==> src/rtl/alu32_pkg.sv <==
package alu32_pkg;

  // Selects which per-bit value a slice drives onto its result
  typedef enum logic [1:0] {
    SEL_AND  = 2'b00,
    SEL_OR   = 2'b01,
    SEL_SUM  = 2'b10,
    SEL_LESS = 2'b11
  } sliceSel_e;

  // Strobes from the decoder to the slice row
  typedef struct packed {
    logic      aInvert;
    logic      bNegate;
    sliceSel_e sel;
    logic      arith;
    logic      valid;
  } strobes_t;

endpackage

==> src/rtl/alu32_control.sv <==
module alu32_control
  import alu32_pkg::*;
(
  input  logic [3:0] ctrlWord,
  output strobes_t   strobes
);

  always_comb begin
    strobes = '0;
    case (ctrlWord)
      4'b0000, 4'b0001, 4'b0010, 4'b0110, 4'b0111, 4'b1100: begin
        strobes.valid   = 1'b1;
        strobes.aInvert = ctrlWord[3];
        strobes.bNegate = ctrlWord[2];
        strobes.sel     = sliceSel_e'(ctrlWord[1:0]);
        strobes.arith   = (ctrlWord[1:0] == 2'b10);
      end
      default: strobes = '0;
    endcase
  end

endmodule

==> src/rtl/alu32_slice.sv <==
module alu32_slice
  import alu32_pkg::*;
(
  input  logic      aBit,
  input  logic      bBit,
  input  logic      aInvert,
  input  logic      bNegate,
  input  logic      carryIn,
  input  logic      lessIn,
  input  sliceSel_e sel,
  output logic      resBit,
  output logic      gen,
  output logic      prop
);

  logic aEff;
  logic bEff;
  logic sumBit;

  always_comb begin
    aEff   = aBit ^ aInvert;
    bEff   = bBit ^ bNegate;
    gen    = aEff & bEff;
    prop   = aEff | bEff;
    sumBit = aEff ^ bEff ^ carryIn;
    case (sel)
      SEL_AND:  resBit = gen;
      SEL_OR:   resBit = prop;
      SEL_SUM:  resBit = sumBit;
      default:  resBit = lessIn;
    endcase
  end

endmodule

==> src/rtl/alu32_datapath.sv <==
module alu32_datapath
  import alu32_pkg::*;
#(
  parameter int WIDTH = 32
) (
  input  logic [WIDTH-1:0] opA,
  input  logic [WIDTH-1:0] opB,
  input  strobes_t         strobes,
  output logic [WIDTH-1:0] result,
  output logic             zeroFlag,
  output logic             overflowFlag,
  output logic             carryOut
);

  localparam int MSB = WIDTH - 1;

  logic [WIDTH-1:0] genVec;
  logic [WIDTH-1:0] propVec;
  logic [WIDTH-1:0] sliceRes;
  logic [WIDTH:0]   carryVec;
  logic             ovfRaw;
  logic             msbSum;
  logic             lessBit;

  // Ripple: each bit's carry-out becomes the next bit's carry-in
  always_comb begin
    carryVec[0] = strobes.bNegate;
    for (int i = 0; i < WIDTH; i++) begin
      carryVec[i+1] = genVec[i] | (propVec[i] & carryVec[i]);
    end
  end

  always_comb begin
    ovfRaw  = carryVec[MSB] ^ carryVec[WIDTH];
    msbSum  = (propVec[MSB] & ~genVec[MSB]) ^ carryVec[MSB];
    lessBit = msbSum ^ ovfRaw;
  end

  for (genvar i = 0; i < WIDTH; i++) begin : g_slice
    logic lessIn;
    if (i == 0) begin : g_lsb
      assign lessIn = lessBit;
    end else begin : g_upper
      assign lessIn = 1'b0;
    end
    alu32_slice i_slice (
      .aBit    (opA[i]),
      .bBit    (opB[i]),
      .aInvert (strobes.aInvert),
      .bNegate (strobes.bNegate),
      .carryIn (carryVec[i]),
      .lessIn  (lessIn),
      .sel     (strobes.sel),
      .resBit  (sliceRes[i]),
      .gen     (genVec[i]),
      .prop    (propVec[i])
    );
  end

  always_comb begin
    result       = strobes.valid ? sliceRes : '0;
    zeroFlag     = strobes.valid & ~(|sliceRes);
    overflowFlag = strobes.arith & ovfRaw;
    carryOut     = strobes.arith & carryVec[WIDTH];
  end

endmodule

==> src/rtl/alu32.sv <==
module alu32
  import alu32_pkg::*;
#(
  parameter int WIDTH = 32
) (
  input  logic [WIDTH-1:0] opA,
  input  logic [WIDTH-1:0] opB,
  input  logic [3:0]       ctrlWord,
  output logic [WIDTH-1:0] result,
  output logic             zeroFlag,
  output logic             overflowFlag,
  output logic             carryOut
);

  strobes_t strobes;

  alu32_control i_control (
    .ctrlWord (ctrlWord),
    .strobes  (strobes)
  );

  alu32_datapath #(.WIDTH(WIDTH)) i_datapath (
    .opA          (opA),
    .opB          (opB),
    .strobes      (strobes),
    .result       (result),
    .zeroFlag     (zeroFlag),
    .overflowFlag (overflowFlag),
    .carryOut     (carryOut)
  );

endmodule

==> config.mk <==
export PLATFORM = sky130hd
export DESIGN_NAME = alu32
export DESIGN_NICKNAME = d
export VERILOG_FILES = /design/src/rtl/alu32_pkg.sv /design/src/rtl/alu32_control.sv /design/src/rtl/alu32_slice.sv /design/src/rtl/alu32_datapath.sv /design/src/rtl/alu32.sv
export SDC_FILE = /design/constraint.sdc
export NUM_CORES = 1
export LEC_CHECK = 0
export ABC_AREA = 0
export BUFFER_PORTS_ARGS = -buffer_cell sky130_fd_sc_hd__buf_2
export CAP_MARGIN = 20
export CORE_AREA = 2 2 88 90
export DETAILED_ROUTE_END_ITERATION = 6
export DIE_AREA = 0 0 90 92
export PLACE_DENSITY_LB_ADDON = 0.05
export SYNTH_ARGS = -nofsm -noshare
export SYNTH_HDL_FRONTEND = slang
export SYNTH_SLANG_ARGS = --single-unit
==> constraint.sdc <==
create_clock -name vclk -period 13.06
set_input_delay 0 -clock vclk [all_inputs]
set_output_delay 0 -clock vclk [all_outputs]
set_load 0.01 [all_outputs]
After elaboration in Yosys (flattened, before gate mapping)
Index checks and enable logic that the tools add are counted.

word-level totals
  register bits after elaboration = 0
  logic and storage cells = 311
  output and inout bits = 35
  input bits = 68

cells by class
  reduce and logical (&&, ||, !) cells = 4
  bitwise operators = 265
  multiplexer cells = 34
  equal/unequal tests = 8

operators by type and width
  cell                                                             number
  1-bit XOR                                                        131
  1-bit case mux with 3 select lines                               32
  1-bit bitwise AND                                                68
  1-bit bitwise OR                                                 64
  32-bit two-way mux                                               1
  32-bit OR reduction                                              1
  4-bit by 3-bit == test with 1-bit output, second input constant  2
  6-bit two-way mux                                                1
  6-bit OR reduction                                               1
  2-bit == test, second input constant                             2
  4-bit by 1-bit == test with 1-bit output, second input constant  1
  4-bit by 2-bit == test with 1-bit output, second input constant  1
  4-bit == test, second input constant                             1
  4-bit zero test                                                  1
  2-bit by 1-bit == test with 1-bit output, second input constant  1
  2-bit zero test                                                  1
  1-bit inverter                                                   2

Depth between registers and ports, before layout
Gate-level depths: netlist of run 1.

  depth in word-level cells = 75
  depth in mapped cells = 48
  depth with buffers taken out = 45

Modules after synthesis
Synthesis of run 1 repeated with hierarchy kept, for this count alone.

second synthesis, totals
  cells, all modules = 390
  area total of the unflattened synthesis = 3265.6 sq um

by module, submodules not included
  module          area each (sq um)  times used  cells each  seq. area each (sq um)
  alu32_slice     68.8               32          7           0.0
  alu32_datapath  979.7              1           154         0.0
  alu32_control   83.8               1           12          0.0

Least setup slack after synthesis of run 1
Ideal clock, no wire load.

  kind = input to output
  start point = input ctrlWord[2]
  end point = output zeroFlag
  cell stages on the path = 47
  required time = 13.060 ns
  arrival time = 13.370 ns
  buffers on the path = 4
  slack = -0.310 ns
  cells stage by stage = buf_4 > buf_2 > buf_2 > o21ai_1 > buf_2 > xnor2_1 > fa_1 > fa_1 > inv_1 > fa_1 > fa_1 > inv_1 > fa_1 > inv_1 > fa_1 > fa_1 > fa_1 > fa_1 > [11 not listed] > fa_1 > fa_1 > fa_1 > fa_1 > fa_1 > fa_1 > fa_1 > inv_1 > fa_1 > inv_1 > fa_1 > fa_1 > fa_1 > or3_1 > nand2_1 > nor4_1 > and4_1 > o2111a_1

on the way
  word-level cells in the longest chain between the ends = 75
  elaborated cells on any way between the ends = 307
  classes of those cells = eq/ne (7); mux (33); bitwise (263); reduce/logical (4)

ends and longest elaborated chain
  what                                                              line                                  source
  start, declared                                                   alu32.sv:8                            input logic [3:0] ctrlWord,
  4-bit by 1-bit == test with 1-bit output (tied with other cells)  alu32_control.sv:10                   case (ctrlWord)
  6-bit OR reduction                                                alu32_control.sv:10
  6-bit two-way mux *                                               alu32_control.sv:10
  1-bit XOR (on tied branches)                                      alu32_slice.sv:21, alu32_slice.sv:22
  1-bit bitwise OR                                                  alu32_slice.sv:24                     prop = aEff | bEff;
  1-bit bitwise AND                                                 alu32_datapath.sv:29                  carryVec[i+1] = genVec[i] | (propVec[i] & carryVec[i]);
  1-bit bitwise OR                                                  alu32_datapath.sv:29
  1-bit bitwise AND                                                 alu32_datapath.sv:29
  [59 not listed]                                                   -
  1-bit bitwise AND                                                 alu32_datapath.sv:29
  1-bit bitwise OR                                                  alu32_datapath.sv:29
  1-bit XOR                                                         alu32_datapath.sv:34                  ovfRaw = carryVec[MSB] ^ carryVec[WIDTH];
  1-bit XOR                                                         alu32_datapath.sv:36                  lessBit = msbSum ^ ovfRaw;
  1-bit case mux with 3 select lines                                alu32_slice.sv:26                     case (sel)
  32-bit OR reduction                                               alu32_datapath.sv:62                  zeroFlag = strobes.valid & ~(|sliceRes);
  1-bit inverter                                                    alu32_datapath.sv:62
  1-bit bitwise AND *                                               alu32_datapath.sv:62
  end, declared                                                     alu32.sv:10                           output logic zeroFlag,

Mark *: on every way between the ends. The rest lies on a longest branch, timed or not.

Worst setup path in the final report of run 1
  start point = input ctrlWord[1]
  end point = output zeroFlag

The elaborated chain is that of the path after synthesis.

==> metrics.txt, run 1 <==
final net count=755; Detailed Route WL=10.99 mm; Starting Density=49.08%; synthesized area per cell=7.598 µm²; crit path max-delay cell type=fa_1; Hold Path Class=in2out; register area=0 µm²; die width=90 µm; maximum fanout along the worst path=5; startpoint types=primary input; Post-synth top cells=73 x inv_1, 64 x ha_1, 56 x nor2_1; RSZ-0062 raised after global routing=true; transition time of the tightest slew-check pin=944.3 ps; Worst Path Required=13060 ps; clock buffers=0; Tcrit/Tclk final=97.66%; fmax=78.40 MHz; fillers=739; synthesized area=3655 µm²; dominant cells by area after synthesis=ha_1 22%, fa_1 18%, xnor2_1 9.6%; initial drt markers=139; Tot GR Track Use=26.46%; syn_nets=645; Detailed Routing Iterations Pass 1=5; Diodes inserted=0; top-count cell post-synth=inv_1; final hold slack=636.9 ps; P_leak=2.406 nW; Antenna Nets Post-Route=0; vias in the first global route=3731; sequential area share after synthesis=0%; RD Place Congestion=0.9086; CP peak stage delay=450 ps; Crit path top cell by count=fa_2; crit path capture type=primary output; post-DP HPWL=8.629 mm; TNS Setup=0 ps; share of cells above drive strength 1=30.39%; Hold Path Origin=opB[18]; Vias/cell=5.181; GRT overflow=0; post-route DRC violation count=0; vias after detailed routing=3580; kind of critical path=in2out; Netlist cell types=47; MaxCap Viol Count=0; core region area=7447 µm²; die area=8280 µm²; largest net degree at the start of global routing=45; Area Growth Syn to Fin=23.93%; area leader, netlist=ha_1; row count=32; seq_cells=0; Hold Vio Cnt, Final=0; pre-CTS setup slack=-732.4 ps; Slew Limit Fails=0; final setup violation count=0; Avg WL per Cell=15.90 µm; Hold Buf Count CTS=0; Multi-input gate area=3323 µm²; Yosys warnings=0; outcome=finished, final reports clean; Cells after Synth=481; final worst setup slack=305.0 ps; overall die height=92 µm; worst vdd ir=21.12 µV; Hold Path Sink=result[18]; global-route wire length before repair=18.05 mm; Top Ports=103; Power Density=48.40 nW/µm²; Hold Path Stages=6; initial antenna violation count=0; buffers added on ports=103; Yosys top cell area share=21.91%; Slew HR=36.98%; WP data arrival=12750 ps; Tmin final=12750 ps
-- worst max-delay path, delay by kind of cell --
family	cells	cell delay, ps
adder cells (fa/ha/maj)	31	10440
AND/OR/NAND/NOR	5	890
buffers and inverters	8	750
AO/OA/AOI/OAI	2	510
XOR/XNOR	1	180
-- repair_timing --
action                     CTS  global route
pin swaps                    8            10
buffers inserted             7             1
gates resized for setup     20            10
setup endpoints to repair    4             3
-- layer usage --
layer | vias up | routed length (µm) | global-route usage, %
met3 | 12 | 545 | 1.233
li1 | 1763 | - | -
met2 | 137 | 5403 | 48.25
met4 | 0 | 195 | 5.128
met1 | 1668 | 4840 | 35.02
met5 | - | 0 | 0
-- cells in the final DEF, fill, tap and decap left out, drive strengths merged, types with 17 or more instances in the layout --
cell type	synthesis	routed
xnor2	40	40
nor3	18	18
a21oi	38	38
buf	24	141
fa	32	32
nand2	17	17
ha	64	64
nor2	56	56
inv	74	74
xor2	29	29
-- layout make-up --
cell class	instances	area share, %
tap	102	2.818
inverter	74	6.133
timing repair buffer	141	17.68
multi-input combinational	374	73.37
-- kinds of logic after synthesis --
group                      Yosys count  share of synthesized area (%)
adders and majority gates           96                          39.44
AOI/OAI and AO/OA                   74                          13.18
and+or+nand+nor                    134                          18.18
buffers and inverters              107                          12.39
xor gates and xnor gates            69                          16.54
muxes                                1                         0.2739
-- metrics by stage --
stage	cells	utilization (%)	power, W	cell area (µm²)
floorplan	481	-	0.0001422	3687
CTS	690	60.28	0.0002154	4489
global route	691	60.82	0.0002435	4529
detailed placement	683	58.82	0.0002081	4380
global placement	683	58.82	0.0002047	4380
finish	691	60.82	0.0002192	4529
-- worst max path at each step --
stage / startpoint / to / depth (start not counted)
floorplan: ctrlWord[1] / zeroFlag / 46
global placement: ctrlWord[0] / zeroFlag / 47
detailed placement: ctrlWord[0] / zeroFlag / 47
CTS: ctrlWord[1] / zeroFlag / 47
global route: ctrlWord[0] / zeroFlag / 47
finish: ctrlWord[1] / zeroFlag / 47
-- power breakdown --
| group | internal, W | leakage (nW) | total, W | switching (W) |
|---|---|---|---|---|
| Clock | 0 | 0 | 0 | 0 |
| Combinational | 0.0000980 | 2.41 | 0.000219 | 0.000121 |
| Sequential | 0 | 0 | 0 | 0 |
| Total | 0.0000980 | 2.41 | 0.000219 | 0.000121 |
Note: power is estimated with default switching activity, not from simulation.
==> run 2: changes to the inputs <==
--- a/config.mk
+++ b/config.mk
@@ -6,11 +6,11 @@
 export NUM_CORES = 1
 export LEC_CHECK = 0
 export ABC_AREA = 0
-export BUFFER_PORTS_ARGS = -buffer_cell sky130_fd_sc_hd__buf_2
 export CAP_MARGIN = 20
-export CORE_AREA = 2 2 88 90
+export CORE_AREA = 2 2 85 87
 export DETAILED_ROUTE_END_ITERATION = 6
-export DIE_AREA = 0 0 90 92
+export DIE_AREA = 0 0 87 89
+export DONT_BUFFER_PORTS = 1
 export PLACE_DENSITY_LB_ADDON = 0.05
 export SYNTH_ARGS = -nofsm -noshare
 export SYNTH_HDL_FRONTEND = slang
==> run 2 against run 1 <==
Worst hold slack worse by 410 ps; first-iteration DRC count up 67%; clock-buffer cell count unchanged; non-clock buffer count down 114; via count down 13%; sequential cell count unchanged; die area down 6.5%; final area down 14%; wire length down 12%; combinational power down 14%.
==> metrics.txt, run 2 (synthesis results as in run 1) <==
Top Ports=103 (unchanged); RSZ-0062 raised after global routing=false; Hold Vio Cnt, Final=0 (unchanged); Vias/cell=5.620 (+8.5%); Slew HR=57.96% (+21 points); final hold slack=222.2 ps (-414.8 ps); die width=87 µm (-3.3%); Avg WL per Cell=17.41 µm (+9.5%); row count=30 (-6.3%); register area=0 µm² (unchanged); total design power=0.0001880 W (-14%); Hold Path Class=in2out; WP data arrival=12690 ps (-60 ps); post-DP HPWL=7.834 mm (-9.2%); Hold Path Origin=ctrlWord[3]; post-route insts no fill=555 (-20%); final net count=641 (-15%); outcome=finished, final reports clean; seq_cells=0 (unchanged); clock buffers=0 (unchanged); Worst Path Required=13060 ps (about the same); Hold Buf Count CTS=0 (unchanged); Crit path top cell by count=fa_2; Starting Density=54.39% (+5.3 points); Cells after DPL=553 (-19%); post-route DRC violation count=0 (unchanged); CP Launch Point=ctrlWord[1]; RD Place Congestion=0.9114 (+0.31%); transition time of the tightest slew-check pin=629.4 ps (-315.0 ps); initial drt markers=232 (+67%); vias in the first global route=3105 (-17%); Power Density=48.50 nW/µm² (+0.21%); worst vdd ir=20.94 µV (-0.84%); initial antenna violation count=0 (unchanged); GRT overflow=0 (unchanged); largest net degree at the start of global routing=47 (+4.4%); maximum fanout along the worst path=37 (+32); die area=7743 µm² (-6.5%); fmax=78.79 MHz (+0.49%); MaxCap Viol Count=0 (unchanged); startpoint types=primary input; Tot GR Track Use=24.37% (-2.1 points); Antenna Nets Post-Route=0 (unchanged); most frequent cells in the layout=73 x inv_1, 64 x ha_1, 56 x nor2_1; kind of critical path=in2out; final setup violation count=0 (unchanged); Diodes inserted=0 (unchanged); fillers=660 (-11%); Detailed Routing Iterations Pass 1=4 (-1); vias after detailed routing=3119 (-13%); Slew Limit Fails=0 (unchanged); P_leak=1.892 nW (-21%); pre-CTS setup slack=-521.2 ps (+211.2 ps); Tmin final=12690 ps (-62.29 ps); Area Growth Syn to Fin=6.060%; Tcrit/Tclk final=97.19% (-0.48 points); crit path capture type=primary output; crit path max-delay cell type=fa_1; most common cell after layout, fill and taps aside=inv_1; share of cells above drive strength 1=12.21% (-18 points); Detailed Route WL=9.661 mm (-12%); global-route wire length before repair=15.16 mm (-16%); final core occ=57.69% (-3.1 points); final worst setup slack=367.3 ps (+62.29 ps); buffers added on ports=0 (-100%); core region area=6719 µm² (-9.8%); overall die height=89 µm (-3.3%); CP peak stage delay=440 ps (about the same)
## run 2: final timing paths
| path | endpoint | cells past startpoint |
|---|---|---|
| hold / removal | result[16] | 3 |
| setup / recovery | zeroFlag | 45 |
## run 2: routing by layer
layer | global-route usage (%) | wire [µm]
met2 | 43.58 | 4784
met1 | 33.33 | 4180
met3 | 1.385 | 598
met4 | 3.267 | 97
met5 | 0 | 0
## run 2: through the flow
step | setup TNS (ps) | instance area, µm²
CTS | 0 | 3851
global route | 0 | 3876
global placement | -310.9 | 3797
detailed placement | -1124 | 3797
floorplan | 0 | 3687
finish | 0 | 3876
## run 2: worst max-delay path, delay by kind of cell
kind,cells,cell delay [ps]
and+or+nand+nor,6,1100
xor gates and xnor gates,1,70
muxes,1,200
AOI/OAI and AO/OA,1,310
adders and majority gates,31,10680
buffers and inverters,5,320
## run 2: what timing repair did
action / CTS / global route
endpoints found under the hold margin: 0 / 0
gates resized for setup: 15 / 9
buffers inserted: 2 / 0
pin swaps: 7 / 8
setup endpoints to repair: 3 / 3
## run 2: where the power goes
group	switching, W	total [W]	internal (W)	leakage, nW
Combinational	0.000104	0.000188	0.0000838	1.89
Sequential	0	0	0	0
Clock	0	0	0	0
## run 2: layout make-up
class              instances  area, µm²  area share [%]
inverters                 74      277.8           7.166
multi-input cells        374       3296           85.02
well taps                 80      100.1           2.582
repair buffers            27      202.7           5.229
